## src/rtl/pwrseq_pkg.sv

```systemverilog
package pwrseq_pkg;

  typedef enum logic [1:0] {PS_OFF = 2'd0, PS_READY = 2'd1, PS_ON = 2'd2} pwr_state_e;

  typedef enum logic [2:0] {
    ST_PWR_ON, ST_PWR_OFF, ST_RST_ON, ST_RST_OFF, ST_WAIT, ST_PKT, ST_END
  } step_kind_e;

  typedef struct packed {
    step_kind_e kind;
    logic [7:0] arg;
  } step_t;

  localparam int PC_W    = 6;
  localparam int PIDX_W  = 5;
  localparam int BIDX_W  = 6;

  // millisecond delays
  localparam int MS_SUPPLY_SETTLE = 50;
  localparam int MS_RST_HOLD      = 1;
  localparam int MS_RST_RECOVER   = 10;
  localparam int MS_WAKE          = 20;
  localparam int MS_NVM_LOAD      = 150;
  localparam int MS_BLANK         = 25;
  localparam int MS_SLEEP_IN      = 120;

  // script entry points
  localparam logic [PC_W-1:0] PC_PREP = 6'd0;
  localparam logic [PC_W-1:0] PC_EN   = 6'd23;
  localparam logic [PC_W-1:0] PC_DIS  = 6'd35;
  localparam logic [PC_W-1:0] PC_UNP  = 6'd40;

  function automatic step_t mk(step_kind_e k, int a);
    step_t s;
    s.kind = k;
    s.arg  = 8'(a);
    return s;
  endfunction

  // Script ROM: every sequence is a list of steps ending in ST_END.
  function automatic step_t script_step(logic [PC_W-1:0] a);
    step_t s;
    if (a >= 6'd8 && a <= 6'd21) s = mk(ST_PKT, int'(a) - 7);   // packets 1..14
    else begin
      case (a)
        6'd0:  s = mk(ST_PWR_ON, 0);
        6'd1:  s = mk(ST_WAIT, MS_SUPPLY_SETTLE);
        6'd2:  s = mk(ST_RST_ON, 0);
        6'd3:  s = mk(ST_WAIT, MS_RST_HOLD);
        6'd4:  s = mk(ST_RST_OFF, 0);
        6'd5:  s = mk(ST_WAIT, MS_RST_RECOVER);
        6'd6:  s = mk(ST_PKT, 0);
        6'd7:  s = mk(ST_PKT, 0);
        6'd23: s = mk(ST_PKT, 15);
        6'd24: s = mk(ST_WAIT, MS_WAKE);
        6'd25: s = mk(ST_PKT, 16);
        6'd26: s = mk(ST_PKT, 17);
        6'd27: s = mk(ST_PKT, 18);
        6'd28: s = mk(ST_WAIT, MS_NVM_LOAD);
        6'd29: s = mk(ST_PKT, 19);
        6'd30: s = mk(ST_PKT, 20);
        6'd31: s = mk(ST_PKT, 21);
        6'd32: s = mk(ST_PKT, 22);
        6'd33: s = mk(ST_PKT, 23);
        6'd35: s = mk(ST_PKT, 24);
        6'd36: s = mk(ST_WAIT, MS_BLANK);
        6'd37: s = mk(ST_PKT, 25);
        6'd38: s = mk(ST_WAIT, MS_SLEEP_IN);
        6'd40: s = mk(ST_RST_ON, 0);
        6'd41: s = mk(ST_PWR_OFF, 0);
        default: s = mk(ST_END, 0);
      endcase
    end
    return s;
  endfunction

  function automatic logic [7:0] pkt_opcode(logic [PIDX_W-1:0] i);
    case (i)
      5'd0:  return 8'h36;  5'd1:  return 8'hb0;  5'd2:  return 8'hc0;
      5'd3:  return 8'hc1;  5'd4:  return 8'hc4;  5'd5:  return 8'hc5;
      5'd6:  return 8'hc6;  5'd7:  return 8'hc8;  5'd8:  return 8'hc9;
      5'd9:  return 8'hca;  5'd10: return 8'hd1;  5'd11: return 8'hd2;
      5'd12: return 8'hd3;  5'd13: return 8'hd5;  5'd14: return 8'hd6;
      5'd15: return 8'h11;  5'd16: return 8'hd4;  5'd17: return 8'hf8;
      5'd18: return 8'hfc;  5'd19: return 8'hb4;  5'd20: return 8'hb5;
      5'd21: return 8'hb7;  5'd22: return 8'hb8;  5'd23: return 8'h29;
      5'd24: return 8'h28;  default: return 8'h10;
    endcase
  endfunction

  function automatic logic [BIDX_W-1:0] pkt_len(logic [PIDX_W-1:0] i);
    case (i)
      5'd2, 5'd10, 5'd12, 5'd14, 5'd16, 5'd18: return 6'd2;
      5'd3, 5'd17:                              return 6'd5;
      5'd4, 5'd11, 5'd19:                       return 6'd3;
      5'd5:                                     return 6'd9;
      5'd7, 5'd8, 5'd9:                         return 6'd37;
      5'd13:                                    return 6'd4;
      5'd15, 5'd23, 5'd24, 5'd25:               return 6'd0;
      default:                                  return 6'd1;
    endcase
  endfunction

  // parameter k of packet i
  function automatic logic [7:0] pkt_param(logic [PIDX_W-1:0] i, logic [BIDX_W-1:0] k);
    case (i)
      5'd0:    return 8'h0a;
      5'd1:    return 8'h00;
      5'd6:    return 8'h01;
      default: return pkt_opcode(i) + 8'(3 * int'(k)) + 8'd1;
    endcase
  endfunction

endpackage

```

## src/rtl/pwrseq_tick.sv

```systemverilog
module pwrseq_tick #(
  parameter int CLK_PER_MS = 125000
) (
  input  logic clk,
  input  logic rst_n,
  input  logic restart,
  output logic tick
);
  localparam int CW = (CLK_PER_MS > 2) ? $clog2(CLK_PER_MS) : 1;
  localparam logic [CW-1:0] TOP = CW'(CLK_PER_MS - 1);

  logic [CW-1:0] cnt;

  assign tick = (cnt == TOP);

  always_ff @(posedge clk or negedge rst_n) begin
    if (!rst_n)                cnt <= '0;
    else if (restart || tick)  cnt <= '0;
    else                       cnt <= cnt + 1'b1;
  end

  AST_TICK_SPACED: assert property (@(posedge clk) disable iff (!rst_n)
    tick |=> !tick);

endmodule

```

## src/rtl/pwrseq_emit.sv

```systemverilog
module pwrseq_emit
  import pwrseq_pkg::*;
(
  input  logic              clk,
  input  logic              rst_n,
  input  logic              start,
  input  logic [PIDX_W-1:0] idx,
  input  logic              ready,
  output logic              valid,
  output logic [7:0]        data,
  output logic              is_param,
  output logic              last,
  output logic              done
);
  logic              sending;
  logic [PIDX_W-1:0] idx_q;
  logic [BIDX_W-1:0] bidx;
  logic [BIDX_W-1:0] nparam;
  logic              byte_taken;

  assign nparam     = pkt_len(idx_q);
  assign valid      = sending;
  assign is_param   = (bidx != '0);
  assign last       = (bidx == nparam);
  assign data       = is_param ? pkt_param(idx_q, bidx - 6'd1) : pkt_opcode(idx_q);
  assign byte_taken = sending && ready;

  always_ff @(posedge clk or negedge rst_n) begin
    if (!rst_n) begin
      sending <= 1'b0;
      idx_q   <= '0;
      bidx    <= '0;
      done    <= 1'b0;
    end else begin
      done <= 1'b0;
      if (start) begin
        sending <= 1'b1;
        idx_q   <= idx;
        bidx    <= '0;
      end else if (byte_taken) begin
        if (last) begin
          sending <= 1'b0;
          done    <= 1'b1;
        end else begin
          bidx <= bidx + 6'd1;
        end
      end
    end
  end

  AST_HOLD_WHILE_STALLED: assert property (@(posedge clk) disable iff (!rst_n)
    valid && !ready |=> valid && $stable(data) && $stable(last) && $stable(is_param));
  AST_NO_RESTART_MIDPACKET: assert property (@(posedge clk) disable iff (!rst_n)
    start |-> !sending);

endmodule

```

## src/rtl/panel_pwrseq.sv

```systemverilog
module panel_pwrseq
  import pwrseq_pkg::*;
#(
  parameter int CLK_PER_MS = 125000
) (
  input  logic       clk,
  input  logic       rst_n,
  input  logic       req_prepare,
  input  logic       req_enable,
  input  logic       req_disable,
  input  logic       req_unprepare,
  output logic       supply_en,
  output logic       panel_rst,
  output logic       cmd_valid,
  output logic [7:0] cmd_data,
  output logic       cmd_is_param,
  output logic       cmd_last,
  input  logic       cmd_ready,
  output logic       seq_done,
  output logic       busy,
  output logic [1:0] pwr_state
);
  typedef enum logic [1:0] {PH_IDLE, PH_EXEC, PH_WAIT, PH_SEND} phase_e;

  phase_e          phase;
  logic [PC_W-1:0] pc;
  logic [7:0]      ms_left;
  pwr_state_e      state_q, target_q;
  logic            supply_q, rst_q, done_q;

  // named internal events
  step_t           step;
  logic            go_prep, go_en, go_dis, go_unp, go_any;
  logic [PC_W-1:0] entry_pc;
  pwr_state_e      entry_target;
  logic            tick, tick_restart, emit_start, emit_done;

  assign step = script_step(pc);

  assign go_prep = (state_q == PS_OFF)   && req_prepare;
  assign go_en   = (state_q == PS_READY) && req_enable;
  assign go_unp  = (state_q == PS_READY) && req_unprepare && !req_enable;
  assign go_dis  = (state_q == PS_ON)    && req_disable;
  assign go_any  = (phase == PH_IDLE) && (go_prep || go_en || go_unp || go_dis);

  always_comb begin
    if (go_prep)     begin entry_pc = PC_PREP; entry_target = PS_READY; end
    else if (go_en)  begin entry_pc = PC_EN;   entry_target = PS_ON;    end
    else if (go_dis) begin entry_pc = PC_DIS;  entry_target = PS_READY; end
    else             begin entry_pc = PC_UNP;  entry_target = PS_OFF;   end
  end

  assign tick_restart = (phase == PH_EXEC) && (step.kind == ST_WAIT);
  assign emit_start   = (phase == PH_EXEC) && (step.kind == ST_PKT);

  pwrseq_tick #(.CLK_PER_MS(CLK_PER_MS)) u_tick (
    .clk(clk), .rst_n(rst_n), .restart(tick_restart), .tick(tick)
  );

  pwrseq_emit u_emit (
    .clk(clk), .rst_n(rst_n), .start(emit_start), .idx(step.arg[PIDX_W-1:0]),
    .ready(cmd_ready), .valid(cmd_valid), .data(cmd_data),
    .is_param(cmd_is_param), .last(cmd_last), .done(emit_done)
  );

  always_ff @(posedge clk or negedge rst_n) begin
    if (!rst_n) begin
      phase    <= PH_IDLE;
      pc       <= '0;
      ms_left  <= '0;
      state_q  <= PS_OFF;
      target_q <= PS_OFF;
      supply_q <= 1'b0;
      rst_q    <= 1'b1;
      done_q   <= 1'b0;
    end else begin
      done_q <= 1'b0;
      case (phase)
        PH_IDLE: if (go_any) begin
          phase    <= PH_EXEC;
          pc       <= entry_pc;
          target_q <= entry_target;
        end
        PH_EXEC: case (step.kind)
          ST_PWR_ON:  begin supply_q <= 1'b1; pc <= pc + 6'd1; end
          ST_PWR_OFF: begin supply_q <= 1'b0; pc <= pc + 6'd1; end
          ST_RST_ON:  begin rst_q    <= 1'b1; pc <= pc + 6'd1; end
          ST_RST_OFF: begin rst_q    <= 1'b0; pc <= pc + 6'd1; end
          ST_WAIT:    begin ms_left  <= step.arg; phase <= PH_WAIT; end
          ST_PKT:     phase <= PH_SEND;
          default: begin
            phase   <= PH_IDLE;
            state_q <= target_q;
            done_q  <= 1'b1;
          end
        endcase
        PH_WAIT: if (tick) begin
          if (ms_left == 8'd1) begin
            pc    <= pc + 6'd1;
            phase <= PH_EXEC;
          end else begin
            ms_left <= ms_left - 8'd1;
          end
        end
        default: if (emit_done) begin
          pc    <= pc + 6'd1;
          phase <= PH_EXEC;
        end
      endcase
    end
  end

  assign supply_en = supply_q;
  assign panel_rst = rst_q;
  assign seq_done  = done_q;
  assign busy      = (phase != PH_IDLE);
  assign pwr_state = state_q;

  AST_CMD_NEEDS_POWER: assert property (@(posedge clk) disable iff (!rst_n)
    cmd_valid |-> supply_en && !panel_rst);
  AST_RST_BEFORE_DROP: assert property (@(posedge clk) disable iff (!rst_n)
    $fell(supply_en) |-> panel_rst);
  AST_STATE_AT_DONE: assert property (@(posedge clk) disable iff (!rst_n)
    !$stable(pwr_state) |-> seq_done);
  AST_DONE_SINGLE: assert property (@(posedge clk) disable iff (!rst_n)
    seq_done |=> !seq_done);
  AST_IDLE_QUIET: assert property (@(posedge clk) disable iff (!rst_n)
    !busy |-> !cmd_valid);

endmodule

```

## config.mk

```make
export PLATFORM = sky130hd
export DESIGN_NAME = panel_pwrseq
export DESIGN_NICKNAME = d
export VERILOG_FILES = /design/src/rtl/pwrseq_pkg.sv /design/src/rtl/pwrseq_tick.sv /design/src/rtl/pwrseq_emit.sv /design/src/rtl/panel_pwrseq.sv
export SDC_FILE = /design/constraint.sdc
export NUM_CORES = 1
export LEC_CHECK = 0
export BUFFER_PORTS_ARGS = -buffer_cell sky130_fd_sc_hd__clkbuf_2
export CORE_UTILIZATION = 40
export CTS_CLUSTER_SIZE = 14
export DETAILED_ROUTE_END_ITERATION = 8
export GPL_ROUTABILITY_DRIVEN = 0
export HOLD_SLACK_MARGIN = 0.12
export SYNTH_ARGS = -nofsm -noshare
export SYNTH_HDL_FRONTEND = slang
export SYNTH_SLANG_ARGS = --single-unit
```

## constraint.sdc

```tcl
create_clock -name clk -period 4.2 [get_ports clk]
set_clock_uncertainty 0.15 [all_clocks]
set_input_delay 0.63 -clock clk [delete_from_list [all_inputs] [get_ports clk]]
set_output_delay 0.63 -clock clk [all_outputs]
set_load 0.01 [all_outputs]
```

==> summary.md, run 1 <==
| Metric | Value |
|---|---|
| Asr flop ratio synth | 1.00 |
| CP Capture Type | output port |
| CP required | roughly 3.4 ns |
| Critical path, cell by cell | buf_6, ha_2, nor2_1, a21oi_2, o21ai_2, fa_1, ha_4, a21oi_4, o21ai_2, o41ai_2, xnor2_1, or3_1, o211ai_1, buf_2 |
| Via count | approximately 4200 |
| CP Capture Point | cmd_data[7] |
| # IOs | 24 |
| Mapped cell area | about 4600 µm² |
| Synthesis Warnings | 0 |
| RR Endpoint | u_tick.cnt[16] |
| Row count | 38 |
| CP Buf/Inv Count | 2 |
| Die height | 110 µm |
| Max Freq | between 0.2 and 0.25 GHz |
| Syn-to-layout area delta | 16.0% |
| Status | complete, but fails checks |
| Setup repair after global routing missed its margin | yes |
| Sequential share of the synthesized area | 0.287 |
| Clock H-tree levels | 2 |
| Tmin final | roughly 4.2 ns |
| Synth top area share | 0.281 |
| Failing checks | setup timing |
| Final hold vios | 0 |
| All-Layer GR Usage | 0.193 |
| CP Class | reg -> out |
| Residual DRC | 0 |
| Final core utilization | 0.485 |
| Final worst slack | -0.0170 ns |
| CP Max Fanout | 4 |
| Synthesized instance count | approximately 570 |
| Dpl hpwl | about 8000 µm |
| Max-Cap Viols | 0 |
| Fin crit share | 1.00 |
| Root Buffer | clkbuf_16 |
| Worst min path class | in -> async |
| Die Footprint | 12000 µm² |
| Final Max Slew Viols | 0 |
| Die width | approximately 110 µm |
| Post-Route WL | around 11000 µm |
| Global-route wire length before repair | between 15000 and 20000 µm |
| Share of layout cells above drive strength 1 | 0.202 |
| Sink Count | 53 |
| Crit-path slowest cell | fa_1 |
| Distinct cells, synth | 78 |
| #FFs+latches synth | between 50 and 60 |
| Routed Antenna Nets | 0 |
| Slew margin rel. | 0.490 |
| Pin count of the biggest net entering global routing | 54 |
| Post-synth EDFFs | 0 |
| Crit path max-delay family | adder cells |
| Hold buffers post-CTS | 0 |
| Total CTS buffers | 5 |
| Reg2Reg Launch Point | pc[0] |
| Top cells by area, synth | dfrtp_1 28%, ha_1 7.3%, nor2_1 5.0% |
| Core area | roughly 11000 µm² |
| Worst path arrival time | 3.44 ns |
| Ant diodes | 0 |
| Top-count cell post-synth | nor2_1 |
| Clock buffer depth | 2 |
| DR pass1 iterations | 7 |
| Critical Path Source | u_emit.idx_q[0] |
| CP max stage delay | ~0.48 ns |
| Actual slew at the worst max-slew pin | ~0.76 ns |
| Syn_nets | between 600 and 700 |
| Drt initial violations | about 280 |
| TritonCTS clock tree | yes |
| Setup crit start kind | flop |
| Vias in the first global route | roughly 3800 |
| Primary FF master, synth | dfrtp_1 |
| Critical path depth in cells | 14 |
| Grt total ovfl | 0 |
| Synth cell count leaders | 62 x nor2_1, 55 x nand2_1, 52 x dfrtp_1 |
| Post-synth top area cell | dfrtp_1 |
| Antenna violations before repair | 0 |
| IO buf count | 23 |
| Via/cell ratio | roughly 5.6 |
| Initial core utilization | 0.418 |
| R2R depth | 10 |
| Worst-skew pair later-pin latency | roughly 0.29 ns |
| Setup Viol. Count Final | 1 |
| Clk pin slew, worst setup/hold paths | ~0.070 ns |
| R2r setup slk | 0.98 ns |
| DR WL/cell | between 15 and 20 µm |
| Synth Area per Inst | 8.19 µm² |
| CP dominant cell by count | o21ai_2 |
| Nets@finish | approximately 640 |
## state kept, by name, summed over array words and instances, names as in the netlist
| register | count |
|---|---|
| ms_left | 8 |
| panel_rst | 1 |
| pc | 6 |
| phase | 2 |
| pwr_state | 2 |
| seq_done | 1 |
| supply_en | 1 |
| target_q | 2 |
| u_emit.bidx | 6 |
| u_emit.done | 1 |
| u_emit.idx_q | 5 |
| u_emit.valid | 1 |
| u_tick.cnt | 17 |
## per-layer routing
metal  routed length, µm  vias up  track usage
met4                  98        0       0.0381
li1                    -     2089            -
met5                   0        -            0
met3                 421        8       0.0184
met1                5230     1973        0.263
met2                5430      119        0.333
## timing repair
item,CTS,global route
setup endpoints to repair,2,2
cloned,0,0
endpoints found under the hold margin,0,0
buffers inserted,7,9
pin swaps,17,17
gates resized for setup,31,17
## final cells by class
cell class	instances	area, µm²
inverter	26	105
clock inverter	3	25.0
fill	1069	5710
timing repair buffer	60	400
sequential	53	1330
multi-input combinational	456	3210
tap	140	175
clock buffer	5	125
## metrics by stage
stage	TNS (ns)	setup WS [ns]	cell area, µm²	hold WS, ns	std cells
after floorplan	0	0.00292	4630	0.184	565
final	-0.0170	-0.0170	5370	0.311	743
after global routing	-0.346	-0.178	5370	0.369	743
after CTS	-0.119	-0.0949	5260	0.341	735
after detailed placement	-0.00391	-0.00391	4910	0.326	720
after global placement	0	0.0854	4910	0.311	720
## worst min-delay path by stage
stage / start / end / depth (start not counted)
after floorplan: rst_n / ms_left[0] / 0
after global placement: target_q[1] / target_q[1] / 2
after detailed placement: u_tick.cnt[0] / u_tick.cnt[0] / 1
after CTS: rst_n / u_tick.cnt[5] / 2
after global routing: target_q[1] / target_q[1] / 2
final: rst_n / pwr_state[1] / 2
## kinds of logic (layout without fill, tap and decap cells)
logic type | Yosys count | in the layout | synth area share
and+or+nand+nor | 226 | 226 | 0.250
AOI/OAI and AO/OA | 154 | 154 | 0.228
buffers and inverters | 56 | 94 | 0.0578
DFF | 53 | 53 | 0.287
xor gates and xnor gates | 34 | 34 | 0.0643
adders and majority gates | 30 | 30 | 0.0859
muxes | 12 | 12 | 0.0273
## layout by cell type (no fill, tap or decap), drive strengths merged, types with 6 or more instances in the layout
cell type   n
nor2       64
nand2      55
dfrtp      52
o21ai      41
a21oi      40
buf        39
ha         27
inv        26
clkbuf     26
xor2       19
nand2b     17
nand3      16
xnor2      15
nor2b      11
and3       10
a31oi       9
or3         8
nor3        8
mux2i       7
nor4        7
o22ai       7
nand4       6
o21bai      6
Power of run 1 is left out: the tool's default activity adds up to more than one toggle a clock period on the data nets, which glitch-free logic cannot reach.
==> run 2: changes to the inputs <==
ABC_AREA = 1   (was unset)
CELL_PAD_IN_SITES_DETAIL_PLACEMENT = 1   (was unset)
CELL_PAD_IN_SITES_GLOBAL_PLACEMENT = 1   (was unset)
PLACE_DENSITY_LB_ADDON = 0.1   (was unset)
==> run 2 against run 1 <==
Compared with the run above:
- the run now ends clean
- synthesized cell count increased by 22%
- setup slack improved by 0.18 ns
- worst hold slack got worse by 0.0024 ns
- core utilization decreased by 2.4 points
- critical path type unchanged
- flip-flop and latch count unchanged
- critical path depth decreased by 2
- register-to-register slack improved by 0.39 ns
- final cell count increased by 16%
- routed wire length increased by 23%
==> summary.md, run 2 <==
| Metric | Value |
|---|---|
| Status | finished, final reports clean |
| Synth top area share | 0.275 (-0.00617) |
| CP Capture Point | cmd_data[7] |
| Post-synth EDFFs | 0 (unchanged) |
| CP Capture Type | output port |
| Final Max Slew Viols | 0 (unchanged) |
| Fillcell total | 1497 (+40%) |
| Syn-to-layout area delta | 11.6% |
| Syn_nets | 728 (+21%) |
| Critical path, cell by cell | clkinvlp_4, nor2_1, inv_1, o32ai_1, ha_1, ha_1, inv_1, o31ai_1, a21oi_1, and2_1, o21ai_0, clkbuf_2 |
| CP Class | reg -> out |
| Critical Path Source | u_emit.idx_q[4] |
| R2r setup slk | 1.37 ns (+0.39 ns) |
| Max-Cap Viols | 0 (unchanged) |
| Total CTS buffers | 5 (unchanged) |
| Placed cell area | 4930 µm² (+0.38%) |
| RR Endpoint | u_emit.idx_q[1] |
| Largest family of logic cells by synthesized area | simple AND/OR/NAND/NOR gates |
| Tmin final | 4.04 ns (-0.181 ns) |
| Pin count of the biggest net entering global routing | 36 (-33%) |
| Mapped cell area | 4730 µm² (+2.2%) |
| Synthesized instance count | 691 (+22%) |
| Worst-skew pair later-pin latency | 0.30 ns (about the same) |
| #FFs+latches synth | 53 (unchanged) |
| Synth Area per Inst | 6.85 µm² (-16%) |
| CP Max Fanout | 7 (+3) |
| Post-Route WL | 13700 µm (+23%) |
| Most common cell after layout, fill and taps aside | nand2_1 |
| Setup crit start kind | flop |
| Actual slew at the worst max-slew pin | 0.937 ns (+0.182 ns) |
| CP required | 3.42 ns (about the same) |
| Reg with most FFs | u_tick.cnt |
| Residual DRC | 0 (unchanged) |
| Post-Synth Simple-Gate Area | 0.384 (+0.134) |
| Biggest regs | u_tick.cnt x17, ms_left x8 |
| Top-count cell post-synth | nand2_1 |
| Reg area | 1340 µm² (+0.47%) |
| DR WL/cell | 16.0 µm (+6.2%) |
| Vias in the first global route | 4756 (+24%) |
| Asr flop ratio synth | 1.00 (unchanged) |
| XOR/XNOR share of the synthesized area | 0.0407 (-0.0236) |
| Nets@finish | 754 (+18%) |
| Max FFs per register | 17 (unchanged) |
| Global-route wire length before repair | 23300 µm (+26%) |
| Clock H-tree levels | 2 (unchanged) |
| Design Area, Final | 5280 µm² (-1.7%) |
| Distinct cells, synth | 44 (-44%) |
| Final hold vios | 0 (unchanged) |
| Synthesis Warnings | 0 (unchanged) |
| Max Freq | 0.248 GHz (+4.5%) |
| Synth Area in Adders | 0.0841 (-0.00189) |
| All-Layer GR Usage | 0.231 (+0.0376) |
| Core area | 11500 µm² (+3.5%) |
| TritonCTS clock tree | yes |
| Worst path arrival time | 3.26 ns (-0.18 ns) |
| Routed Antenna Nets | 0 (unchanged) |
| R2R depth | 10 (unchanged) |
| Grt total ovfl | 0 (unchanged) |
| Crit-path slowest cell | o32ai_1 |
| IO buf count | 23 (unchanged) |
| CP Buf/Inv Count | 4 (+2) |
| Die height | 111 µm (+1.1%) |
| Die Footprint | 12300 µm² (+2.2%) |
| Ant diodes | 0 (unchanged) |
| Sink Count | 53 (unchanged) |
| Sequential share of the synthesized area | 0.280 (-0.00629) |
| Initial core utilization | 0.413 (-0.00512) |
| Row count | 39 (+2.6%) |
| Primary FF master, synth | dfrtp_1 |
| Post-synthesis mux area share | 0 (-0.0273) |
| Clock buffer depth | 2 (unchanged) |
| Fin crit share | 0.961 (-0.0432) |
| Via/cell ratio | 5.36 (-5.0%) |
| Post-synth top area cell | dfrtp_1 |
| Share of layout cells above drive strength 1 | 0.172 (-0.0308) |
| Crit path max-delay family | compound AO/OA/AOI/OAI gates |
| Dpl hpwl | 10600 µm (+35%) |
| Worst min path class | reg -> reg |
| Drt initial violations | 244 (-14%) |
| Most frequent cells in the layout | 185 x nand2_1, 72 x inv_1, 66 x nor2_1 |
| Antenna violations before repair | 0 (unchanged) |
| Die width | 111 µm (+1.1%) |
| Area fraction in compound gates after synthesis | 0.116 (-0.112) |
| Critical path depth in cells | 12 (-2) |
| Synth cell count leaders | 186 x nand2_1, 77 x inv_1, 68 x nor2_1 |
| Clk pin slew, worst setup/hold paths | 0.07 ns (about the same) |
| Slew margin rel. | 0.375 (-0.115) |
| Setup Viol. Count Final | 0 (-1) |
| Reg2Reg Launch Point | pc[0] |
| Via count | 4606 (+10%) |
| CP max stage delay | 0.45 ns (-0.03 ns) |
| # IOs | 24 (unchanged) |
| DR pass1 iterations | 4 (-3) |
| Top cells by area, synth | dfrtp_1 27%, nand2_1 15%, ha_1 7.1% |
| Root Buffer | clkbuf_16 |
| Multi-input logic area | 3070 µm² (-4.5%) |
-- run 2: timing repair --
action                                 CTS  global route
endpoints found under the hold margin    0             0
setup endpoints to repair                5             5
buffers inserted                         0             8
resized for setup                        7            32
pin swaps                                0             4
hold buffers                             0             0
-- run 2: final cells by class --
class                           instances  area share
Clock inverter                          2     0.00664
Tap cell                              143      0.0339
Timing Repair Buffer                   32      0.0346
Inverter                               90      0.0673
Multi-Input combinational cell        535       0.581
Sequential cell                        53       0.253
Clock buffer                            5      0.0237
-- run 2: cell families (layout without fill, tap and decap cells) --
group,count (synthesis),count (layout)
simple gates,386,386
buf+inv,103,129
compound gates,97,97
flops,53,53
fa+ha+maj,30,30
xor+xnor,22,22
-- run 2: how the worst min path moves through the flow --
stage / to / start / cells after the start
floorplan: ms_left[0] / rst_n / 0
finish: u_tick.cnt[0] / u_tick.cnt[0] / 1
detailed placement: u_tick.cnt[0] / u_tick.cnt[0] / 1
CTS: u_tick.cnt[0] / u_tick.cnt[0] / 1
global placement: u_tick.cnt[0] / u_tick.cnt[0] / 1
global route: u_tick.cnt[0] / u_tick.cnt[0] / 1
-- run 2: metal layers --
metal / global-route usage / wire length [µm] / up-vias
li1: - / - / 2305
met1: 0.323 / 6750 / 2218
met2: 0.374 / 6300 / 71
met3: 0.0334 / 499 / 12
met4: 0.0551 / 186 / 0
met5: 0 / 0 / -
-- run 2: stage by stage --
stage	instances	hold WS [ns]	util	TNS (ns)	setup WS [ns]
finish	860	0.309	0.460	0	0.164
global route	860	0.326	0.460	-0.187	-0.0725
CTS	852	0.313	0.445	0	0.0103
detailed placement	845	0.304	0.430	0	0.111
global placement	845	0.300	0.430	0	0.126
floorplan	691	0.184	-	0	0.682
Power of run 2 is left out for the same reason.
